## src/rtl/drp_pkg.sv

```systemverilog
package drp_pkg;

    localparam int ADDR_W = 21;
    localparam int DATA_W = 16;
    localparam int BYTE_W = 8;

    // Output-enable polarity options
    localparam int OE_ACT_LOW  = 0;
    localparam int OE_ACT_HIGH = 1;
    localparam int OE_IGNORED  = 2;

    typedef struct packed {
        logic [DATA_W-1:0] data;
        logic [DATA_W-1:0] drive;
    } port_out_t;

    // Fixed content formula: one word per index
    function automatic logic [DATA_W-1:0] content_word(input int unsigned idx);
        logic [BYTE_W-1:0] hi;
        logic [BYTE_W-1:0] lo;
        hi = BYTE_W'(idx * 7 + 3) ^ 8'hC3;
        lo = BYTE_W'(idx * 13 + 41);
        return {hi, lo};
    endfunction

endpackage

```

## src/rtl/drp_rom_array.sv

```systemverilog
module drp_rom_array
    import drp_pkg::*;
#(
    parameter int DEPTH_AW = 6
) (
    input  logic [DEPTH_AW-1:0] idx,
    output logic [DATA_W-1:0]   word
);
    localparam int DEPTH = 1 << DEPTH_AW;

    logic [DATA_W-1:0] cells [DEPTH];

    for (genvar i = 0; i < DEPTH; i++) begin : g_cell
        assign cells[i] = content_word(i);
    end

    assign word = cells[idx];
endmodule

```

## src/rtl/drp_oe_decode.sv

```systemverilog
module drp_oe_decode
    import drp_pkg::*;
#(
    parameter int OE_MODE = OE_ACT_LOW
) (
    input  logic ce_n,
    input  logic oe_pin,
    output logic read_en
);
    localparam logic IGNORE_PIN = (OE_MODE == OE_IGNORED);
    localparam logic ACT_LEVEL  = (OE_MODE == OE_ACT_HIGH);

    if (OE_MODE < OE_ACT_LOW || OE_MODE > OE_IGNORED) begin : g_bad_option
        $error("drp_oe_decode: OE_MODE must be 0, 1 or 2");
    end

    assign read_en = !ce_n && (IGNORE_PIN || (oe_pin == ACT_LEVEL));
endmodule

```

## src/rtl/drp_lane_select.sv

```systemverilog
module drp_lane_select
    import drp_pkg::*;
(
    input  logic              word_mode,
    input  logic              read_en,
    input  logic              byte_hi,
    input  logic [DATA_W-1:0] word,
    output port_out_t         nxt
);
    localparam logic [DATA_W-1:0] ALL_LANES  = '1;
    localparam logic [DATA_W-1:0] BYTE_LANES = DATA_W'({BYTE_W{1'b1}});

    logic [BYTE_W-1:0] byte_val;
    logic [DATA_W-1:0] value;
    logic [DATA_W-1:0] lanes;

    always_comb begin
        byte_val = byte_hi ? word[DATA_W-1:BYTE_W] : word[BYTE_W-1:0];
        if (word_mode) begin
            value = word;
            lanes = ALL_LANES;
        end else begin
            value = DATA_W'(byte_val);
            lanes = BYTE_LANES;
        end
        nxt.drive = read_en ? lanes : '0;
        nxt.data  = value & nxt.drive;
    end
endmodule

```

## src/rtl/dual_rom_port.sv

```systemverilog
module dual_rom_port
    import drp_pkg::*;
#(
    parameter int DEPTH_AW = 6,
    parameter int OE_MODE  = OE_ACT_LOW
) (
    input  logic              clk,
    input  logic              rst,
    input  logic              word_mode,
    input  logic [ADDR_W-1:0] addr,
    input  logic              addr_lsb,
    input  logic              ce_n,
    input  logic              oe_pin,
    output logic [DATA_W-1:0] data_out,
    output logic [DATA_W-1:0] data_drive
);
    logic [DATA_W-1:0] word;
    logic              read_en;
    logic              unused_addr_bits;
    port_out_t         nxt;
    port_out_t         q;

    assign unused_addr_bits = ^addr[ADDR_W-1:DEPTH_AW];

    drp_rom_array #(.DEPTH_AW(DEPTH_AW)) u_array (
        .idx  (addr[DEPTH_AW-1:0]),
        .word (word)
    );

    drp_oe_decode #(.OE_MODE(OE_MODE)) u_oe (
        .ce_n    (ce_n),
        .oe_pin  (oe_pin),
        .read_en (read_en)
    );

    drp_lane_select u_lanes (
        .word_mode (word_mode),
        .read_en   (read_en),
        .byte_hi   (addr_lsb),
        .word      (word),
        .nxt       (nxt)
    );

    always_ff @(posedge clk) begin
        if (rst) q <= '0;
        else     q <= nxt;
    end

    assign data_out   = q.data;
    assign data_drive = q.drive;

    // standby releases every line
    assert_standby_release_R5: assert property (@(posedge clk) disable iff (rst)
        ce_n |=> (data_drive == '0));

    // byte mode never drives the upper lanes, shared pin included
    assert_byte_upper_idle_R4: assert property (@(posedge clk) disable iff (rst)
        !word_mode |=> (data_drive[DATA_W-1:BYTE_W] == '0));

    // enabled word read drives all lanes
    assert_word_full_drive_R2: assert property (@(posedge clk) disable iff (rst)
        (read_en && word_mode) |=> (data_drive == '1));

    // enabled byte read drives the low lanes
    assert_byte_low_drive_R3: assert property (@(posedge clk) disable iff (rst)
        (read_en && !word_mode) |=> (data_drive[BYTE_W-1:0] == '1));

    // undriven lines read zero
    assert_idle_zero_R9: assert property (@(posedge clk) disable iff (rst)
        ((data_out & ~data_drive) == '0));
endmodule

```

## config.mk

```make
export PLATFORM = sky130hd
export DESIGN_NAME = dual_rom_port
export DESIGN_NICKNAME = d
export VERILOG_FILES = /design/src/rtl/drp_pkg.sv /design/src/rtl/drp_rom_array.sv /design/src/rtl/drp_oe_decode.sv /design/src/rtl/drp_lane_select.sv /design/src/rtl/dual_rom_port.sv
export SDC_FILE = /design/constraint.sdc
export NUM_CORES = 1
export LEC_CHECK = 0
export ABC_AREA = 1
export BUFFER_PORTS_ARGS = -buffer_cell sky130_fd_sc_hd__buf_2
export CAP_MARGIN = 20
export CORE_MARGIN = 5
export CORE_UTILIZATION = 50
export DETAILED_ROUTE_END_ITERATION = 10
export GPL_ROUTABILITY_DRIVEN = 0
export GPL_TIMING_DRIVEN = 0
export PLACE_DENSITY = 0.85
export SLEW_MARGIN = 5
export SYNTH_ARGS = -nofsm -noshare
export SYNTH_HDL_FRONTEND = slang
export SYNTH_SLANG_ARGS = --single-unit
```

## constraint.sdc

```tcl
create_clock -name clk -period 2.51 [get_ports clk]
set_input_delay 0.251 -clock clk [delete_from_list [all_inputs] [get_ports clk]]
set_output_delay 0.251 -clock clk [all_outputs]
set_load 0.01 [all_outputs]
```

Word level (Yosys, flattened, before mapping)
Memories as Yosys holds them, arrays and structs flattened.
Index checks and enable logic that the tools add are counted.
{ "classes": {"magnitude_cmp": 1, "n_bitwise": 3, "muxes": 6, "n_reduce_logical": 2} }
{ "op_table": {"columns": ["cell", "count"], "rows": [
  ["two-way mux 16 bit", 5],
  ["bitwise AND 16 bit", 1],
  ["two-way mux 8 bit", 1],
  [">= comparator 7 bit, second input constant", 1],
  ["inverter 6 -> 7 bit", 1],
  ["logical AND 1 bit", 1],
  ["logical NOT 1 bit", 1],
  ["inverter 1 bit", 1]
]} }
{ "word_totals": {"output_inout_bits": 32, "register_bits": 32, "n_memories": 1, "romBits": 1024, "in_bits": 27, "elab_cells": 15} }
{ "memory_table": {"columns": ["name", "depth", "word_bits", "read_ports", "rd_ports_with_merged_regs", "write_ports", "line_no", "source"], "rows": [
  ["(no name shown)", 64, 16, 1, 0, 0, "drp_rom_array.sv:17", "assign word = cells[idx];"]
]} }

Depth between registers and ports, before layout
{ "logic_depth": {"depth_word": 7, "depth_mapped": 12, "mapped_depth_nobuf": 12} }

Cells and area by module
From an unflattened synthesis, not the netlist that was laid out.
{ "unflattened": {"hier_cells": 300, "hier_area_um2": 1899.3} }
{ "by_module_without_submodules": {"columns": ["module", "instances", "cells_per_inst", "seq_area_each_um2", "area_per_inst_um2"], "rows": [
  ["dual_rom_port", 1, 99, 640.6, 914.6],
  ["drp_rom_array", 1, 130, 0.0, 633.1],
  ["drp_lane_select", 1, 70, 0.0, 347.8],
  ["drp_oe_decode", 1, 1, 0.0, 3.8]
]} }

Worst setup path before layout
No wires, ideal clock.
{ "synth_path": {"path_kind": "input to register", "startpoint": "input addr[1]", "endpoint": "register q, in the netlist data_out[4]", "path_stages": 9, "n_path_buf": 0, "slack_ps": 1139, "t_arrival_ps": 1255, "path_cell_list": "inv_1 > ha_1 > nand2_1 > nand3_2 > nand2_1 > xor2_1 > nand2_1 > nand2_1 > nor2_1"} }
{ "synth_between": {"elab_chain_cells": 7} }
{ "synth_lines": {"columns": ["item", "line_no", "source"], "rows": [
  ["start: declaration", "dual_rom_port.sv:10", "input logic [ADDR_W-1:0] addr,"],
  ["inverter 6 -> 7 bit (not written as such) *", "drp_rom_array.sv:17", null],
  ["memory read (64 x 16 bit) *", null, null],
  ["two-way mux 16 bit (not written as such) * (2 in a row)", "drp_rom_array.sv:17", null],
  ["two-way mux 8 bit", "drp_lane_select.sv:18", "byte_val = byte_hi ? word[DATA_W-1:BYTE_W] : word[BYTE_W-1:0];"],
  ["two-way mux 16 bit *", "drp_lane_select.sv:19", "if (word_mode) begin"],
  ["bitwise AND 16 bit *", "drp_lane_select.sv:27", "nxt.data = value & nxt.drive;"],
  ["end signal: assignment", "dual_rom_port.sv:46", "else q <= nxt;"],
  ["end: declaration", "dual_rom_port.sv:21", "port_out_t q;"]
]} }
Mark *: on every way between the ends. The rest lies on a longest branch, timed or not. The select of a mux whose other input is x is not followed.
A chain may end at the register's enable or synchronous reset.

Worst setup path in the final report
Ends and elaborated chain as after synthesis.

==> flow_summary.toml <==
[grt]
grt_pass1_wl_mm = 4.89
grt-ovfl-total = 0
grt_max_degree = 11
antenna_found_initial = 0
grt_usage = 0.171
grt_pass1_vias = 1127

[timing]
finalSetupViolCount = 0
fin_crit_ns = 1.40
worstMarginPinSlew_ns = 0.324
fmax_mhz = 715
fin_ws_ns = 1.11
fin_crit_sh = 0.557
rsz0062_at_grt = "no"
slew_viol_final = 0
hold_viol_final = 0
tns_ns = 0
slew_headroom = 0.784

[worst_setup_path]
timing.critical_path.from = "addr[1]"
path_cells = "buf_2 > inv_1 > ha_1 > nand2_1 > nand3_2 > nand2_1 > xor2_1 > nand2_1 > nand2_1 > nor2_1"
crit_fanout = 8
end_kind = "register"
path_class = "in2reg"
cp-start-kind = "input pin"
crit_arrival_ns = 1.59
cpMostUsedCell = "nand2_1"
cpMaxStageDelayCell = "ha_1"
cp.required_ns = 2.70
max_stage_delay_ns = 0.31

[synth]
synth_top_family_by_area = "simple AND/OR/NAND/NOR gates"
yosysWarnings = 0
synth_area_per_cell_um2 = 6.58
synth_top_cell_by_area = "dfxtp_1"
synth-seq-area-share = 0.274
synth_fa_ha_area_frac = 0.0761
synth_mux_area_frac = 0
synth_ff_type = "dfxtp_1"
synth_compound_area_frac = 0.119
ys_async_sr_fraction = 0
yosysTopAreaCellShare = 0.274
synth_xor_area_frac = 0.00666
synth_commonest_cells = "64 x nand2_1, 19 x nor2_1, 18 x dfxtp_1"
ys_types = 27
synthSimpleGateAreaFrac = 0.355
syn_inst = 200
syn_nets = 235
synthTopCellsByArea = "dfxtp_1 27%, nand2_1 18%, buf_4 8.6%"
synth_most_common_cell = "nand2_1"
synth_seq_cells = 18
synth_enable_flop_cells = 0
netlist_area_um2 = 1320

[clock_tree]
holdBufCountCts = 0
post_cts_buffers = 0
clk_pin_slew_ns = 0.09
clock-sinks = 18
root_buffer = "clkbuf_4"
h-tree-depth = 1
clock_path_buffers = 2
cts-resized-gates = 0
cts_tree = "done"
cts_buffers = 3

[drt]
drtPass1Iterations = 4
num_vias = 1409
ant_nets = 0
wirelength_mm = 3.06
drc = 0
avgViaCountPerCell = 5.14
wl_per_cell_um = 11.2
drt_iter0_drc = 72

[floorplan]
die_h_um = 61.3
core_area_um2 = 2500
start_util = 0.526
num_rows = 18
io_pins = 59
die_x_um = 61.3
fp.dieArea_um2 = 3760

[layout]
synthToLayoutAreaGrowth_pct = 20.2
fill_cells = 257
layout.nets = 281
diodes = 0
drive_gt1_frac = 0.311

[power]
p_per_area_nw_per_um2 = 392
seqPwrFrac = 0.479
p_leak_nw = 0.916
switching_share = 0.320
comb_power_share = 0.303
p_int_uw = 421
ir_worst_vdd_v = 0.000274
clkPwrFrac = 0.218
p_sw_uw = 198

[placement]
post-dp-hpwl_mm = 2.42
portBuffers = 41
pre_cts_slack_ns = 0.799

[run]
max_cap_violations = 0

[worst_hold_path]
hp-class = "in2reg"
hold_start = "rst"

[outcome]
status = "finished clean"
-- kinds of logic (layout without fill, tap and decap cells) --
group | Yosys count | in the layout
adder cells (fa/ha/maj) | 8 | 8
XOR/XNOR | 1 | 1
AO/OA/AOI/OAI | 28 | 28
AND/OR/NAND/NOR | 108 | 108
flip-flops | 18 | 18
buffers and inverters | 37 | 81
-- cell type report --
type | instances | area, um2 | share of cell area
tap | 30 | 37.5 | 0.0238
buffer | 20 | 156 | 0.0990
inverter | 17 | 66.3 | 0.0420
clock buffer | 3 | 22.5 | 0.0143
sequential | 18 | 360 | 0.228
timing repair buffer | 41 | 205 | 0.130
multi-input combinational | 145 | 732 | 0.463
-- cells in the final DEF, fill, tap and decap left out, drive strengths merged --
cell | netlist | routed
nand4 | 2 | 2
xor2 | 1 | 1
o211ai | 2 | 2
a31oi | 1 | 1
buf | 20 | 61
dfxtp | 18 | 18
nor2 | 22 | 22
clkinv | 1 | 1
a211oi | 1 | 1
inv | 16 | 16
clkbuf | 0 | 3
nand2 | 67 | 67
a311oi | 1 | 1
ha | 8 | 8
nand3 | 17 | 17
o21ai | 7 | 7
a21oi | 16 | 16
-- flip-flops by register name, indices dropped and copies added (netlist names) --
signal	count
data_drive	2
data_out	16
-- power groups by stage --
stage / logic, mW / clock network [mW] / registers [mW]
after detailed placement: 0.185 / 0 / 0.304
final: 0.188 / 0.135 / 0.297
after global placement: 0.183 / 0 / 0.303
after CTS: 0.186 / 0.138 / 0.297
after global routing: 0.210 / 0.151 / 0.298
after floorplan: 0.129 / 0 / 0.308
-- final timing paths --
kind                        to  slack, ns  cells past startpoint
max     data_out[4]$_SDFF_PP0_       1.11                     10
min   data_drive[7]$_SDFF_PP0_       0.18                      2
-- per-layer routing --
layer  GRT usage  routed length, um
met2       0.292               1370
met4      0.0805                 53
met5           0                  0
met3      0.0231                367
met1       0.213               1270
-- metrics by stage --
stage	util	instances	power [mW]	hold WS (ns)	area, um2
3_3_place_gp	0.623	271	0.486	0.482	1560
3_5_place_dp	0.623	271	0.489	0.481	1560
2_1_floorplan	-	200	0.437	0.340	1320
5_1_grt	0.632	274	0.659	0.172	1580
4_1_cts	0.632	274	0.621	0.173	1580
6_report	0.632	274	0.620	0.178	1580
-- worst max-delay path: cells and delay by family --
family / cells / cell delay (ns)
fa+ha+maj: 1 / 0.31
buf+inv: 2 / 0.35
simple gates: 6 / 0.48
xor+xnor: 1 / 0.18
Power figures use the tool's default switching activity.
